==> src/rtl/uart_fifo_pkg.sv <==
// Shared types and threshold tables for the serial FIFO pair.
// Assumes a 16-entry FIFO; the threshold tables are fixed by the encoding.
package uart_fifo_pkg;

    localparam int LVL_W = 5;

    // Control word; field order sets the bit positions seen by software.
    typedef struct packed {
        logic [1:0] rx_code;
        logic [1:0] tx_code;
        logic       modem_en;
        logic       tx_clr;
        logic       rx_clr;
        logic       loop_en;
    } fifo_ctrl_t;

    // Receive threshold: how many stored bytes raise the ready flag.
    function automatic logic [LVL_W-1:0] rx_level(input logic [1:0] code);
        case (code)
            2'b00:   return LVL_W'(1);
            2'b01:   return LVL_W'(4);
            2'b10:   return LVL_W'(8);
            default: return LVL_W'(14);
        endcase
    endfunction

    // Transmit threshold: at or below this many bytes the low flag rises.
    function automatic logic [LVL_W-1:0] tx_level(input logic [1:0] code);
        case (code)
            2'b00:   return LVL_W'(8);
            2'b01:   return LVL_W'(4);
            2'b10:   return LVL_W'(2);
            default: return LVL_W'(1);
        endcase
    endfunction

endpackage

==> src/rtl/fifo_ctrl_reg.sv <==
// Control word register for the FIFO pair.
// Assumes standby is synchronous and outranks a write in the same cycle.
module fifo_ctrl_reg
    import uart_fifo_pkg::*;
(
    input  logic       clk,
    input  logic       rst_n,
    input  logic       standby,
    input  logic       we,
    input  logic [7:0] wdata,
    output fifo_ctrl_t ctrl
);

    // Hold the control word; reset and standby both return it to zero.
    always_ff @(posedge clk) begin
        if (!rst_n || standby) begin
            ctrl <= '0;
        end else if (we) begin
            ctrl <= fifo_ctrl_t'(wdata);
        end
    end

    p_standby_clears_r2: assert property (@(posedge clk) disable iff (!rst_n)
        standby |=> (ctrl == '0));

    p_write_lands_r1: assert property (@(posedge clk) disable iff (!rst_n)
        (we && !standby) |=> (ctrl == fifo_ctrl_t'($past(wdata))));

endmodule

==> src/rtl/fifo_buf.sv <==
// Synchronous FIFO with sticky overflow and a level-held clear.
// Assumes DEPTH is a power of two. Read data is registered and holds its
// value when no pop is honoured. While clr is high the FIFO is held empty.
module fifo_buf #(
    parameter int DW    = 8,
    parameter int DEPTH = 16
) (
    input  logic          clk,
    input  logic          rst_n,
    input  logic          clr,
    input  logic          push,
    input  logic [DW-1:0] wdata,
    input  logic          pop,
    output logic [DW-1:0] rdata,
    output logic [$clog2(DEPTH+1)-1:0] count,
    output logic          ovf
);

    localparam int AW = $clog2(DEPTH);
    localparam int CW = $clog2(DEPTH + 1);

    logic [DW-1:0] mem [DEPTH];
    logic [AW-1:0] wr_ptr;
    logic [AW-1:0] rd_ptr;
    logic          pop_ok;
    logic          push_ok;
    logic          push_drop;

    // Decide which strobes take effect this cycle.
    always_comb begin
        pop_ok    = pop && !clr && (count != '0);
        push_ok   = push && !clr && ((count < CW'(DEPTH)) || pop_ok);
        push_drop = push && !clr && !push_ok;
    end

    // Store accepted bytes.
    always_ff @(posedge clk) begin
        if (push_ok) begin
            mem[wr_ptr] <= wdata;
        end
    end

    // Pointers, count, read data and overflow state.
    always_ff @(posedge clk) begin
        if (!rst_n) begin
            wr_ptr <= '0;
            rd_ptr <= '0;
            count  <= '0;
            rdata  <= '0;
            ovf    <= 1'b0;
        end else if (clr) begin
            wr_ptr <= '0;
            rd_ptr <= '0;
            count  <= '0;
            ovf    <= 1'b0;
        end else begin
            if (push_ok) begin
                wr_ptr <= wr_ptr + AW'(1);
            end
            if (pop_ok) begin
                rdata  <= mem[rd_ptr];
                rd_ptr <= rd_ptr + AW'(1);
            end
            count <= count + CW'(push_ok) - CW'(pop_ok);
            if (push_drop) begin
                ovf <= 1'b1;
            end
        end
    end

    p_count_bound_r5: assert property (@(posedge clk) disable iff (!rst_n)
        count <= CW'(DEPTH));

    p_full_drop_r6: assert property (@(posedge clk) disable iff (!rst_n)
        (count == CW'(DEPTH) && push && !pop && !clr)
            |=> (count == CW'(DEPTH) && ovf));

    p_ovf_sticky_r6: assert property (@(posedge clk) disable iff (!rst_n)
        (ovf && !clr) |=> ovf);

    p_empty_pop_r7: assert property (@(posedge clk) disable iff (!rst_n)
        (count == '0 && pop && !push && !clr) |=> ($stable(rdata) && count == '0));

    p_clear_holds_r9: assert property (@(posedge clk) disable iff (!rst_n)
        clr |=> (count == '0 && !ovf));

    p_pushpop_r11: assert property (@(posedge clk) disable iff (!rst_n)
        (push && pop && !clr && count != '0) |=> $stable(count));

endmodule

==> src/rtl/fifo_trig_flags.sv <==
// Level flags from FIFO counts and the threshold codes.
// Assumes counts no wider than needed for a 16-entry FIFO.
module fifo_trig_flags
    import uart_fifo_pkg::*;
#(
    parameter int CW = 5
) (
    input  logic [1:0]    rx_code,
    input  logic [1:0]    tx_code,
    input  logic [CW-1:0] rx_count,
    input  logic [CW-1:0] tx_count,
    output logic          rx_ready,
    output logic          tx_low
);

    // Compare each count against its table level every cycle.
    always_comb begin
        rx_ready = (rx_count >= CW'(rx_level(rx_code)));
        tx_low   = (tx_count <= CW'(tx_level(tx_code)));
    end

endmodule

==> src/rtl/uart_fifo_pair.sv <==
// Transmit and receive byte FIFOs with threshold flags and a control word.
// Assumes the shifters honour the push/pop strobes one per cycle. The clear
// bits act from the cycle after the control write and hold while set.
module uart_fifo_pair
    import uart_fifo_pkg::*;
#(
    parameter int DW    = 8,
    parameter int DEPTH = 16,
    localparam int CW   = $clog2(DEPTH + 1)
) (
    input  logic          clk,
    input  logic          rst_n,
    input  logic          standby,
    input  logic          cfg_we,
    input  logic [7:0]    cfg_wdata,
    output logic [7:0]    cfg_rdata,
    input  logic          tx_push,
    input  logic [DW-1:0] tx_wdata,
    input  logic          tx_pop,
    output logic [DW-1:0] tx_rdata,
    output logic [CW-1:0] tx_count,
    output logic          tx_ovf,
    output logic          tx_low,
    input  logic          rx_push,
    input  logic [DW-1:0] rx_wdata,
    input  logic          rx_pop,
    output logic [DW-1:0] rx_rdata,
    output logic [CW-1:0] rx_count,
    output logic          rx_ovf,
    output logic          rx_ready,
    output logic          loop_en,
    output logic          modem_en
);

    fifo_ctrl_t ctrl;

    fifo_ctrl_reg u_ctrl (
        .clk     (clk),
        .rst_n   (rst_n),
        .standby (standby),
        .we      (cfg_we),
        .wdata   (cfg_wdata),
        .ctrl    (ctrl)
    );

    fifo_buf #(.DW(DW), .DEPTH(DEPTH)) u_txq (
        .clk   (clk),
        .rst_n (rst_n),
        .clr   (ctrl.tx_clr),
        .push  (tx_push),
        .wdata (tx_wdata),
        .pop   (tx_pop),
        .rdata (tx_rdata),
        .count (tx_count),
        .ovf   (tx_ovf)
    );

    fifo_buf #(.DW(DW), .DEPTH(DEPTH)) u_rxq (
        .clk   (clk),
        .rst_n (rst_n),
        .clr   (ctrl.rx_clr),
        .push  (rx_push),
        .wdata (rx_wdata),
        .pop   (rx_pop),
        .rdata (rx_rdata),
        .count (rx_count),
        .ovf   (rx_ovf)
    );

    fifo_trig_flags #(.CW(CW)) u_flags (
        .rx_code  (ctrl.rx_code),
        .tx_code  (ctrl.tx_code),
        .rx_count (rx_count),
        .tx_count (tx_count),
        .rx_ready (rx_ready),
        .tx_low   (tx_low)
    );

    // Expose the control word and its pass-through enables.
    always_comb begin
        cfg_rdata = ctrl;
        loop_en   = ctrl.loop_en;
        modem_en  = ctrl.modem_en;
    end

    p_tx_zero_low_r4: assert property (@(posedge clk) disable iff (!rst_n)
        (tx_count == '0) |-> tx_low);

    p_rx_zero_idle_r3: assert property (@(posedge clk) disable iff (!rst_n)
        (rx_count == '0) |-> !rx_ready);

    p_clear_isolated_r8: assert property (@(posedge clk) disable iff (!rst_n)
        (ctrl.tx_clr && !ctrl.rx_clr && !rx_push && !rx_pop) |=> $stable(rx_count));

endmodule

==> config.mk <==
export PLATFORM = sky130hd
export DESIGN_NAME = uart_fifo_pair
export DESIGN_NICKNAME = d
export VERILOG_FILES = /design/src/rtl/uart_fifo_pkg.sv /design/src/rtl/fifo_ctrl_reg.sv /design/src/rtl/fifo_buf.sv /design/src/rtl/fifo_trig_flags.sv /design/src/rtl/uart_fifo_pair.sv
export SDC_FILE = /design/constraint.sdc
export NUM_CORES = 1
export LEC_CHECK = 0
export ABC_AREA = 1
export CAP_MARGIN = 5
export CORE_ASPECT_RATIO = 0.5
export CORE_MARGIN = 1
export CORE_UTILIZATION = 60
export CTS_BUF_LIST = sky130_fd_sc_hd__clkbuf_2
export DETAILED_ROUTE_END_ITERATION = 8
export GPL_ROUTABILITY_DRIVEN = 0
export GPL_TIMING_DRIVEN = 0
export PLACE_DENSITY = 0.9
export REMOVE_ABC_BUFFERS = 1
export SLEW_MARGIN = 20
export SYNTH_ARGS = -nofsm -noshare
export SYNTH_HDL_FRONTEND = slang
export SYNTH_SLANG_ARGS = --single-unit
==> constraint.sdc <==
create_clock -name clk -period 6.45 [get_ports clk]
set_input_delay 0.645 -clock clk [delete_from_list [all_inputs] [get_ports clk]]
set_output_delay 0.645 -clock clk [all_outputs]
set_load 0.05 [all_outputs]
==> key figures <==
Clocking
  • Clock Latency Late Sink: roughly 820 ps
  • Total CTS buffers: 67
  • Post-CTS setup buffer count: 0
  • H-tree levels: 3
  • CTS max path bufs: 3
  • CTS root buf: clkbuf_2
  • Clk sinks: 308
  • Clk slew on worst S/H paths: 100 ps
  • CTS tree: done
  • Hold Buf Count CTS: 0
  • Post-CTS sizing: 0

Yosys
  • Ys async rst share: 0%
  • Number of library cell types mapped by synthesis: 27
  • Avg Cell Area, Syn: 9.86 um2
  • Ranking of synthesized cells by area: edfxtp_1 (56%), nand2_1 (12%), dfxtp_1 (7.6%), nand3_1 (6.9%), inv_1 (5.3%)
  • Top_reg_cell synth: edfxtp_1
  • Synth top cells by count: nand2_1 (441), edfxtp_1 (256), inv_1 (194)
  • Sequential area share after synthesis: between 60 and 70%
  • Flops & latches, synth: around 300
  • Synth Instances: 1388
  • Yosys top cell by area: edfxtp_1
  • Top-area cell type share of the netlist area: 56.2%
  • Post-synth EDFFs: 256
  • Mapped Area: 13700 um2
  • Top-count cell post-synth: nand2_1
  • Synth Warn #: 0

Finish
  • Seq. cell area: approximately 9000 um2
  • Share of layout cells above drive strength 1: 8.15%
  • Ant. Diodes: 0
  • Fillers: 1499
  • Nets: 1532
  • Design area: 14900 um2
  • Multi-input combinational cell area: 3780 um2
  • Utilization after layout: around 68%
  • Area grow syn2layout: 9.06%

Timing
  • Min Hold Slack: 425 ps
  • Final period util: 55.7%
  • Max Transition Viols Final: 0
  • Setup tns final: 0 ps
  • Final worst path period need: 3590 ps
  • Slew headroom: 33.9%
  • Worst slew pin tran: 988 ps
  • Fmax: 279 MHz
  • Unrepaired setup endpoints after global routing: no
  • Clock Skew: 76.5 ps
  • Final Setup Violations: 0
  • Final Hold Viols: 0

Worst hold path
  • HP Class: in -> reg

Floorplan
  • Die Ht: 109 um
  • Die area: 23400 um2
  • FP Rows: 38
  • Initial Util: 62.2%
  • Ports: roughly 70
  • Core ar.: 22000 um2
  • Chip Width: 216 um

GRT
  • Pin count of the biggest net entering global routing: 70
  • Vias in the first global route: 9690
  • First-pass GRT wire length: 46000 um
  • GRT Util Overall: 25.3%
  • Initial antenna violation count: 0
  • Gr ovfl total: 0

Placed design
  • Port Buffer Count: 71
  • Cell area after placement: approximately 14000 um2
  • Hpwl dp: 17800 um

Detailed routing
  • Drt pass-1 iters: 5
  • Avg WL per Cell: 16.2 um
  • DR vias: 9815
  • Drt first-iter violations: 1036
  • Drt drc: 0
  • Drt total wl: 29300 um
  • ANT nets after route: 0
  • Detailed-route vias per instance: ~5.4

Status
  • Status: finished clean

Power
  • Power Total: 4.89 mW
  • LEAKAGE: 6.35 nW
  • VDD IR-drop max: roughly 170 uV
  • Power density over the cells: 328 nW/um2

Setup path
  • Arrival time worst endpoint: ~3000 ps
  • CP endpoint kind: primary output
  • Worst EP required: 5800 ps
  • Startpoint Class: flip-flop
  • Crit Path Class: reg -> out
  • CP max FO: 4

Job
  • MaxCap Viol Count: 0
[cell type report]
cell class | instances | share of cell area, %
clock buffer | 108 | 3.62
clock inverter | 3 | 0.0755
inverter | 203 | 5.14
sequential | 308 | 58.6
timing repair buffer | 71 | 4.76
multi-input combinational | 817 | 25.3
tap | 300 | 2.52
[sequential cells by signal, summed over array words and instances, names as in the netlist, 4 cells and up]
| signal | count |
|---|---|
| u_rxq.rdata | 8 |
| u_txq.wr_ptr | 4 |
| u_txq.rdata | 8 |
| u_rxq.mem | 128 |
| u_ctrl.ctrl | 8 |
| u_rxq.count | 5 |
| u_txq.rd_ptr | 4 |
| u_rxq.wr_ptr | 4 |
| u_rxq.rd_ptr | 4 |
| u_txq.count | 5 |
| u_txq.mem | 128 |
[critical path, stage by stage (launching register included)]
cell and delay, ps:
dfxtp_1 350, inv_1 100, nand2_1 60, ha_1 310, nand2_1 60, o21ai_0 60
o21ai_0 170, nand2_1 80, a21oi_1 140, clkdlybuf4s50_1 840
[placed cells by master (no fill, tap or decap)]
cell type and n:
xor2_1 7, clkdlybuf4s50_1 71, inv_1 192, clkinv_1 7, inv_4 2, nand3_2 2
o21ai_1 1, xnor2_1 1, dfxtp_4 2, o21ai_0 21, o21a_1 1, nor2_1 80
inv_2 5, edfxtp_1 256, o211ai_4 2, and3_1 2, nand2_1 441, a21oi_1 34
clkbuf_2 108, ha_1 30, a211oi_1 1, nand4_1 3, a21boi_0 1, nand3_1 188
dfxtp_2 2, fa_1 2, dfxtp_1 48
[stage by stage]
stage,std cells,setup WS [ps]
floorplan,1328,3480
global placement,1699,2730
detailed placement,1699,2750
CTS,1810,2800
global route,1810,2700
finish,1810,2860
[per-layer routing]
metal / global-route usage [%] / share of wire (%) / vias up
li1: - / - / 4667
met1: 29.9 / 38 / 4524
met2: 44.5 / 50 / 535
met3: 6.30 / 9.6 / 89
met4: 11.9 / 3.0 / 0
met5: 0 / 0 / -
[where the power goes]
part / internal, mW / leakage [nW] / switching [mW]
registers: 2.25 / 2.74 / 0.172
clock network: 0.427 / 0.453 / 0.719
logic: 0.440 / 3.16 / 0.881
[kinds of logic after synthesis]
family / share of synthesized area (%)
DFF: 63.8
adders and majority gates: 3.04
AOI/OAI and AO/OA: 2.52
xor gates and xnor gates: 0.512
and+or+nand+nor: 21.5
buffers and inverters: 8.59
[worst paths after layout]
check                         startpoint                     endpoint  slack, ps  depth (start not counted)
max          u_ctrl.ctrl[5]$_SDFFE_PP0P_                       tx_low       2860                          9
min                         cfg_wdata[3]  u_ctrl.ctrl[3]$_SDFFE_PP0P_        420                          3
max reg2reg    u_rxq.count[3]$_SDFF_PP0_    u_rxq.count[4]$_SDFF_PP0_       3160                         16
min reg2reg       u_rxq.ovf$_SDFFE_PP0P_       u_rxq.ovf$_SDFFE_PP0P_        470                          2
Power figures use the tool's default switching activity.
